===== src/rtl/bridge_pkg.sv =====
package bridge_pkg;
  localparam int DATA_W = 8;
  localparam int ADDR_W = 8;
  localparam logic [ADDR_W-1:0] PA_BLOCK  = 8'h00;
  localparam logic [ADDR_W-1:0] PA_NOWAIT = 8'h01;
  localparam logic [ADDR_W-1:0] PA_STATUS = 8'h02;

  typedef enum logic [1:0] {
    ST_RUN     = 2'd0,
    ST_WAIT_RD = 2'd1,
    ST_WAIT_WR = 2'd2
  } stall_e;
endpackage


===== src/rtl/byte_queue.sv =====
module byte_queue #(
  parameter int WIDTH = 8,
  parameter int DEPTH = 16,
  localparam int PTR_W = $clog2(DEPTH),
  localparam int CNT_W = $clog2(DEPTH + 1)
) (
  input  logic             clk,
  input  logic             rst_n,
  input  logic             push,
  input  logic [WIDTH-1:0] push_data,
  input  logic             pop,
  output logic [WIDTH-1:0] head,
  output logic             empty,
  output logic             full,
  output logic [CNT_W-1:0] count
);
  logic [WIDTH-1:0] slots [DEPTH];
  logic [PTR_W-1:0] wptr, rptr;
  logic do_push, do_pop;

  assign do_push = push && !full;
  assign do_pop  = pop && !empty;
  assign empty   = (count == '0);
  assign full    = (count == CNT_W'(DEPTH));
  assign head    = slots[rptr];

  always_ff @(posedge clk) begin
    if (do_push) slots[wptr] <= push_data;
  end

  always_ff @(posedge clk) begin
    if (!rst_n) begin
      wptr  <= '0;
      rptr  <= '0;
      count <= '0;
    end else begin
      if (do_push) wptr <= (wptr == PTR_W'(DEPTH - 1)) ? '0 : wptr + 1'b1;
      if (do_pop)  rptr <= (rptr == PTR_W'(DEPTH - 1)) ? '0 : rptr + 1'b1;
      case ({do_push, do_pop})
        2'b10:   count <= count + 1'b1;
        2'b01:   count <= count - 1'b1;
        default: count <= count;
      endcase
    end
  end
endmodule


===== src/rtl/port_access_ctrl.sv =====
module port_access_ctrl
  import bridge_pkg::*;
(
  input  logic              clk,
  input  logic              rst_n,
  input  logic [ADDR_W-1:0] port_addr,
  input  logic              rd_stb,
  input  logic              wr_stb,
  input  logic [DATA_W-1:0] wr_data,
  input  logic              in_empty,
  input  logic [DATA_W-1:0] in_head,
  input  logic              out_full,
  output logic              in_pop,
  output logic              out_push,
  output logic [DATA_W-1:0] out_push_data,
  output logic [DATA_W-1:0] rd_data,
  output logic              halt
);
  stall_e            state;
  logic [DATA_W-1:0] held_byte;
  logic              take_rd, take_wr, is_blk, is_nb;

  assign take_rd = (state == ST_RUN) && rd_stb;
  assign take_wr = (state == ST_RUN) && wr_stb && !rd_stb;
  assign is_blk  = (port_addr == PA_BLOCK);
  assign is_nb   = (port_addr == PA_NOWAIT);
  assign halt    = (state != ST_RUN);

  always_comb begin
    in_pop = 1'b0;
    if (!in_empty) begin
      if (take_rd && (is_blk || is_nb)) in_pop = 1'b1;
      if (state == ST_WAIT_RD)          in_pop = 1'b1;
    end
    out_push = 1'b0;
    if (!out_full) begin
      if (take_wr && (is_blk || is_nb)) out_push = 1'b1;
      if (state == ST_WAIT_WR)          out_push = 1'b1;
    end
    out_push_data = (state == ST_WAIT_WR) ? held_byte : wr_data;
  end

  always_ff @(posedge clk) begin
    if (!rst_n) begin
      state     <= ST_RUN;
      held_byte <= '0;
      rd_data   <= '0;
    end else begin
      case (state)
        ST_RUN: begin
          if (take_rd) begin
            if (is_blk) begin
              if (in_empty) state <= ST_WAIT_RD;
              else          rd_data <= in_head;
            end else if (is_nb) begin
              rd_data <= in_empty ? '0 : in_head;
            end else if (port_addr == PA_STATUS) begin
              rd_data <= {{(DATA_W-2){1'b0}}, out_full, in_empty};
            end else begin
              rd_data <= '0;
            end
          end else if (take_wr && is_blk && out_full) begin
            state     <= ST_WAIT_WR;
            held_byte <= wr_data;
          end
        end
        ST_WAIT_RD: begin
          if (!in_empty) begin
            rd_data <= in_head;
            state   <= ST_RUN;
          end
        end
        ST_WAIT_WR: begin
          if (!out_full) state <= ST_RUN;
        end
        default: state <= ST_RUN;
      endcase
    end
  end
endmodule


===== src/rtl/fifo_port_bridge.sv =====
module fifo_port_bridge
  import bridge_pkg::*;
#(
  parameter int DEPTH = 16,
  localparam int CNT_W = $clog2(DEPTH + 1)
) (
  input  logic        clk,
  input  logic        rst_n,
  input  logic [7:0]  port_addr,
  input  logic        rd_stb,
  input  logic        wr_stb,
  input  logic [7:0]  wr_data,
  output logic [7:0]  rd_data,
  output logic        halt,
  input  logic        in_valid,
  output logic        in_ready,
  input  logic [7:0]  in_data,
  output logic        out_valid,
  input  logic        out_ready,
  output logic [7:0]  out_data
);
  logic              in_empty, in_full, in_pop;
  logic              out_empty, out_full, out_push;
  logic [DATA_W-1:0] in_head, out_push_data;
  logic [CNT_W-1:0]  in_cnt, out_cnt;

  assign in_ready  = !in_full;
  assign out_valid = !out_empty;

  byte_queue #(.WIDTH(DATA_W), .DEPTH(DEPTH)) u_inq (
    .clk(clk), .rst_n(rst_n),
    .push(in_valid && in_ready), .push_data(in_data),
    .pop(in_pop), .head(in_head),
    .empty(in_empty), .full(in_full), .count(in_cnt)
  );

  byte_queue #(.WIDTH(DATA_W), .DEPTH(DEPTH)) u_outq (
    .clk(clk), .rst_n(rst_n),
    .push(out_push), .push_data(out_push_data),
    .pop(out_valid && out_ready), .head(out_data),
    .empty(out_empty), .full(out_full), .count(out_cnt)
  );

  port_access_ctrl u_ctrl (
    .clk(clk), .rst_n(rst_n),
    .port_addr(port_addr), .rd_stb(rd_stb), .wr_stb(wr_stb), .wr_data(wr_data),
    .in_empty(in_empty), .in_head(in_head), .out_full(out_full),
    .in_pop(in_pop), .out_push(out_push), .out_push_data(out_push_data),
    .rd_data(rd_data), .halt(halt)
  );
endmodule


===== config.mk =====
export PLATFORM = sky130hd
export DESIGN_NAME = fifo_port_bridge
export DESIGN_NICKNAME = d
export VERILOG_FILES = /design/src/rtl/bridge_pkg.sv /design/src/rtl/byte_queue.sv /design/src/rtl/port_access_ctrl.sv /design/src/rtl/fifo_port_bridge.sv
export SDC_FILE = /design/constraint.sdc
export NUM_CORES = 1
export LEC_CHECK = 0
export BUFFER_PORTS_ARGS = -buffer_cell sky130_fd_sc_hd__clkbuf_2
export CAP_MARGIN = 5
export CORE_UTILIZATION = 30
export DETAILED_ROUTE_END_ITERATION = 8
export MAX_ROUTING_LAYER = met4
export PLACE_DENSITY_LB_ADDON = 0.15
export SYNTH_ARGS = -nofsm -noshare
export SYNTH_HDL_FRONTEND = slang
export SYNTH_HIERARCHICAL = 1
export SYNTH_SLANG_ARGS = --single-unit
export TNS_END_PERCENT = 10

===== constraint.sdc =====
create_clock -name clk -period 8 [get_ports clk]
set_input_delay 1.6 -clock clk [delete_from_list [all_inputs] [get_ports clk]]
set_output_delay 1.6 -clock clk [all_outputs]
set_load 0.02 [all_outputs]

==> key figures <==
STA
  – RSZ-0062 raised after global routing: false
  – Tmin final: 4.360 ns
  – Worst slew pin tran: 1.209 ns
  – Skew final: 0.01459 ns
  – Final Worst Setup Slack: 3.640 ns
  – Final TNS setup: 0 ns
  – Slew Viols, Final: 0
  – Final number of setup-violating endpoints: 0
  – Tcrit/Tclk final: 54.51%
  – Final-report hold violation count: 0
  – Worst rel slew slack: 18.78%
  – Hold slack: 0.4917 ns
  – FMAX: 229.3 MHz

Critical path
  – Crit path buffers/inverters: 2
  – Critical Path AT: 2.76 ns
  – CP max stage delay: 0.73 ns
  – CP Capture Type: primary output
  – CP required: 6.40 ns
  – Crit path kind: flip-flop to primary output
  – Crit-path cells: buf_4 > mux4_1 > mux4_2 > clkbuf_2
  – CP top delay family: multiplexers
  – Startpoint Class: flip-flop
  – Critical path's slowest cell: mux4_1
  – Crit-path max FO: 32

Die
  – Core area: 0.04195 mm^2
  – Starting density of the core: 30.38%
  – Die ar.: 0.04330 mm^2
  – Die Ht: 208.1 um
  – IO Count: 49
  – Row Count: 75
  – Die X: 208.1 um

Drt
  – Vias per inst: 4.891
  – Initial drt markers: 307
  – DRC viols: 0
  – WL final: 27230 um
  – Routed wire per std cell: 20.58 um
  – Post-DRT Antenna Nets: 0
  – First drt pass iteration count: 5
  – Vias: 6471

Yosys
  – Compound-gate portion of the synthesized area: 3.790%
  – Synthesized area per cell: 17.90 um^2
  – Yosys cell types: 56
  – Multiplexer share of the synthesized area: 16.50%
  – Synthesized-area fraction occupied by adder cells: 1.571%
  – Top cell type's share of synthesized area: 60.33%
  – Synth Area in XOR/XNOR: 0.8248%
  – Async set-or-reset flop fraction in the synthesized netlist: 0%
  – Synthesized instance count: 712
  – Syn_nets: 758
  – Post-Synth Simple-Gate Area: 6.324%
  – Largest family of logic cells by synthesized area: multiplexers
  – Synth area leaders: edfxtp_1, mux4_2, dfxtp_1
  – Sequential area share after synthesis: 68.50%
  – Synthesis warning total: 6
  – Number of synthesized flops with an enable pin: 256
  – Synth Cell Area: 0.01274 mm^2
  – Dominant cell type by area after synthesis: edfxtp_1
  – Ys flop type: edfxtp_1
  – Synth Register Bits: 308

Hold path
  – Min-Delay Path Class: flip-flop to flip-flop

Placed design
  – DP Area: 0.01345 mm^2
  – Placed cells: 1262
  – Final Wtd Congestion: 0.8499
  – HPWL after DPL: 17800 um
  – Port Buffers: 48
  – Place WS: 3.363 ns

Run status
  – Outcome: finished clean

Power
  – Pwr Total: 3.372 mW
  – Sequential Power Share: 51.8%
  – Pint: 2.702 mW
  – Leak Pwr: 4.775 nW
  – VDD IR max: 159.8 uV
  – P_sw: 670.2 uW
  – Sw Ratio: 19.87%
  – Gate power share: 2.4%
  – Pwr per Cell Area: 231.5 mW/mm^2
  – Clock Power Share: 45.8%

Layout
  – Final core occ: 34.72%
  – Final #Nets: 805
  – Synth-to-Final Area Change: 14.30%
  – Share of layout cells above drive strength 1: 25.89%
  – Post-route cell area: 0.01456 mm^2
  – Layout Cells excl Fill: 1323
  – Diodes inserted: 0

Clock network
  – Clock sinks: 308
  – Post-CTS Setup Repair Bufs: 0
  – CTS H-tree lvls: 2
  – Cts repair resizes: 0
  – Clock Path Buffers: 3
  – CTS Hold Bufs: 0
  – Later-pin clock latency in the skew report: 0.51 ns
  – CTS Root Buffer Type: clkbuf_16
  – CTS tree: yes
  – Clock transition at the registers of the reported paths: 0.06 ns
  – Total CTS buffers: 34

Global route
  – Initial antenna violation count: 0
  – Vias in the first global route: 6696
  – Total GRT Usage: 13.15%
  – Grt ovf: 0
  – First-pass GRT wire length: 41500 um
  – Largest net degree at the start of global routing: 33

Run
  – Max Cap Violations: 0
[worst min-delay path, stage by stage (launching register included)]
cell and delay [ns]:
dfxtp_1 0.31, o21ai_1 0.07, a21oi_1 0.07
[power by group through the flow]
stage	Clock [mW]	Sequential, mW	Combinational [mW]
final	1.54	1.75	0.0795
after global routing	1.65	1.75	0.0879
after CTS	1.59	1.75	0.0816
after detailed placement	0	1.78	0.0812
after global placement	0	1.78	0.0774
after floorplan	0	1.78	0.0449
[layer usage]
metal	track usage (%)	vias up	wire length, um
met5	-	-	0
met4	4.777	0	751
met3	2.219	42	1000
met2	21.89	128	13720
met1	16.09	3358	11750
li1	-	2943	-
[layout by cell type, fill, tap and decap left out, types with 3 or more instances in the layout]
cell / count
a21o_1: 3
a21oi_1: 20
a31oi_1: 6
and2_1: 9
and3_1: 14
and4_1: 6
clkbuf_1: 7
clkbuf_16: 38
clkbuf_2: 48
clkinv_1: 3
clkinv_2: 7
clkinv_4: 3
dfxtp_1: 48
dfxtp_2: 4
edfxtp_1: 256
ha_1: 16
inv_1: 17
mux2_2: 8
mux2i_1: 18
mux4_1: 8
mux4_2: 72
nand2_1: 23
nand2b_1: 6
nand3_1: 16
nand3b_1: 4
nor2_1: 30
nor2_2: 4
nor2b_1: 3
nor3_1: 8
nor3b_1: 3
o211ai_1: 4
o21ai_0: 4
o21ai_1: 9
or3_1: 5
or4_4: 3
xor2_1: 12
[cells by family after synthesis]
| group | count (synthesis) |
|---|---|
| flip-flops | 308 |
| AND/OR/NAND/NOR | 145 |
| multiplexers | 106 |
| AO/OA/AOI/OAI | 67 |
| buffers and inverters | 58 |
| adder cells (fa/ha/maj) | 16 |
| XOR/XNOR | 12 |
[Yosys cell counts (5+ instances only)]
cell type,n
buf_6,9
ha_1,16
o21ai_1,9
nor3_1,9
dfxtp_1,52
nand2b_1,6
nor2_1,30
clkbuf_1,10
nand3_1,16
and3_1,14
a31oi_1,6
mux4_1,8
mux2_2,8
inv_1,17
xor2_1,12
a21oi_1,20
edfxtp_1,256
and2_1,9
buf_1,10
mux2i_1,18
and4_1,6
mux4_2,72
or3_1,5
buf_2,6
nand2_1,23
[area by class of cell]
type	instances	area, um^2
Clock buffer	46	991.0
Clock inverter	15	127.6
Fill cell	3944	27380
Inverter	19	81.33
Multi-Input combinational cell	346	3701
Sequential cell	308	8733
Tap cell	539	674.4
Timing Repair Buffer	50	255.2
[final timing paths]
| path | startpoint | endpoint | slack, ns | cells after the start |
|---|---|---|---|---|
| max reg2reg | u_inq/count[3]$_SDFFE_PN0P_ | u_inq/count[2]$_SDFFE_PN0P_ | 4.32 | 13 |
| min reg2reg | u_ctrl/rd_data[0]$_SDFFE_PN0P_ | u_ctrl/rd_data[0]$_SDFFE_PN0P_ | 0.49 | 2 |
| min | u_ctrl/rd_data[0]$_SDFFE_PN0P_ | u_ctrl/rd_data[0]$_SDFFE_PN0P_ | 0.49 | 2 |
| max | flip-flop | out_data[1] | 3.64 | 4 |
[flip-flops by register name (all words and copies together) (netlist names), named ones only]
| name | count |
|---|---|
| u_outq/count | 5 |
| u_inq/count | 5 |
| u_outq/slots | 128 |
| u_inq/rptr | 4 |
| u_inq/wptr | 4 |
| u_ctrl/rd_data | 8 |
| u_ctrl/held_byte | 8 |
| u_ctrl/state | 2 |
| u_inq/slots | 128 |
| u_outq/wptr | 4 |
| u_outq/rptr | 4 |
(Power assumes the default switching activity.)
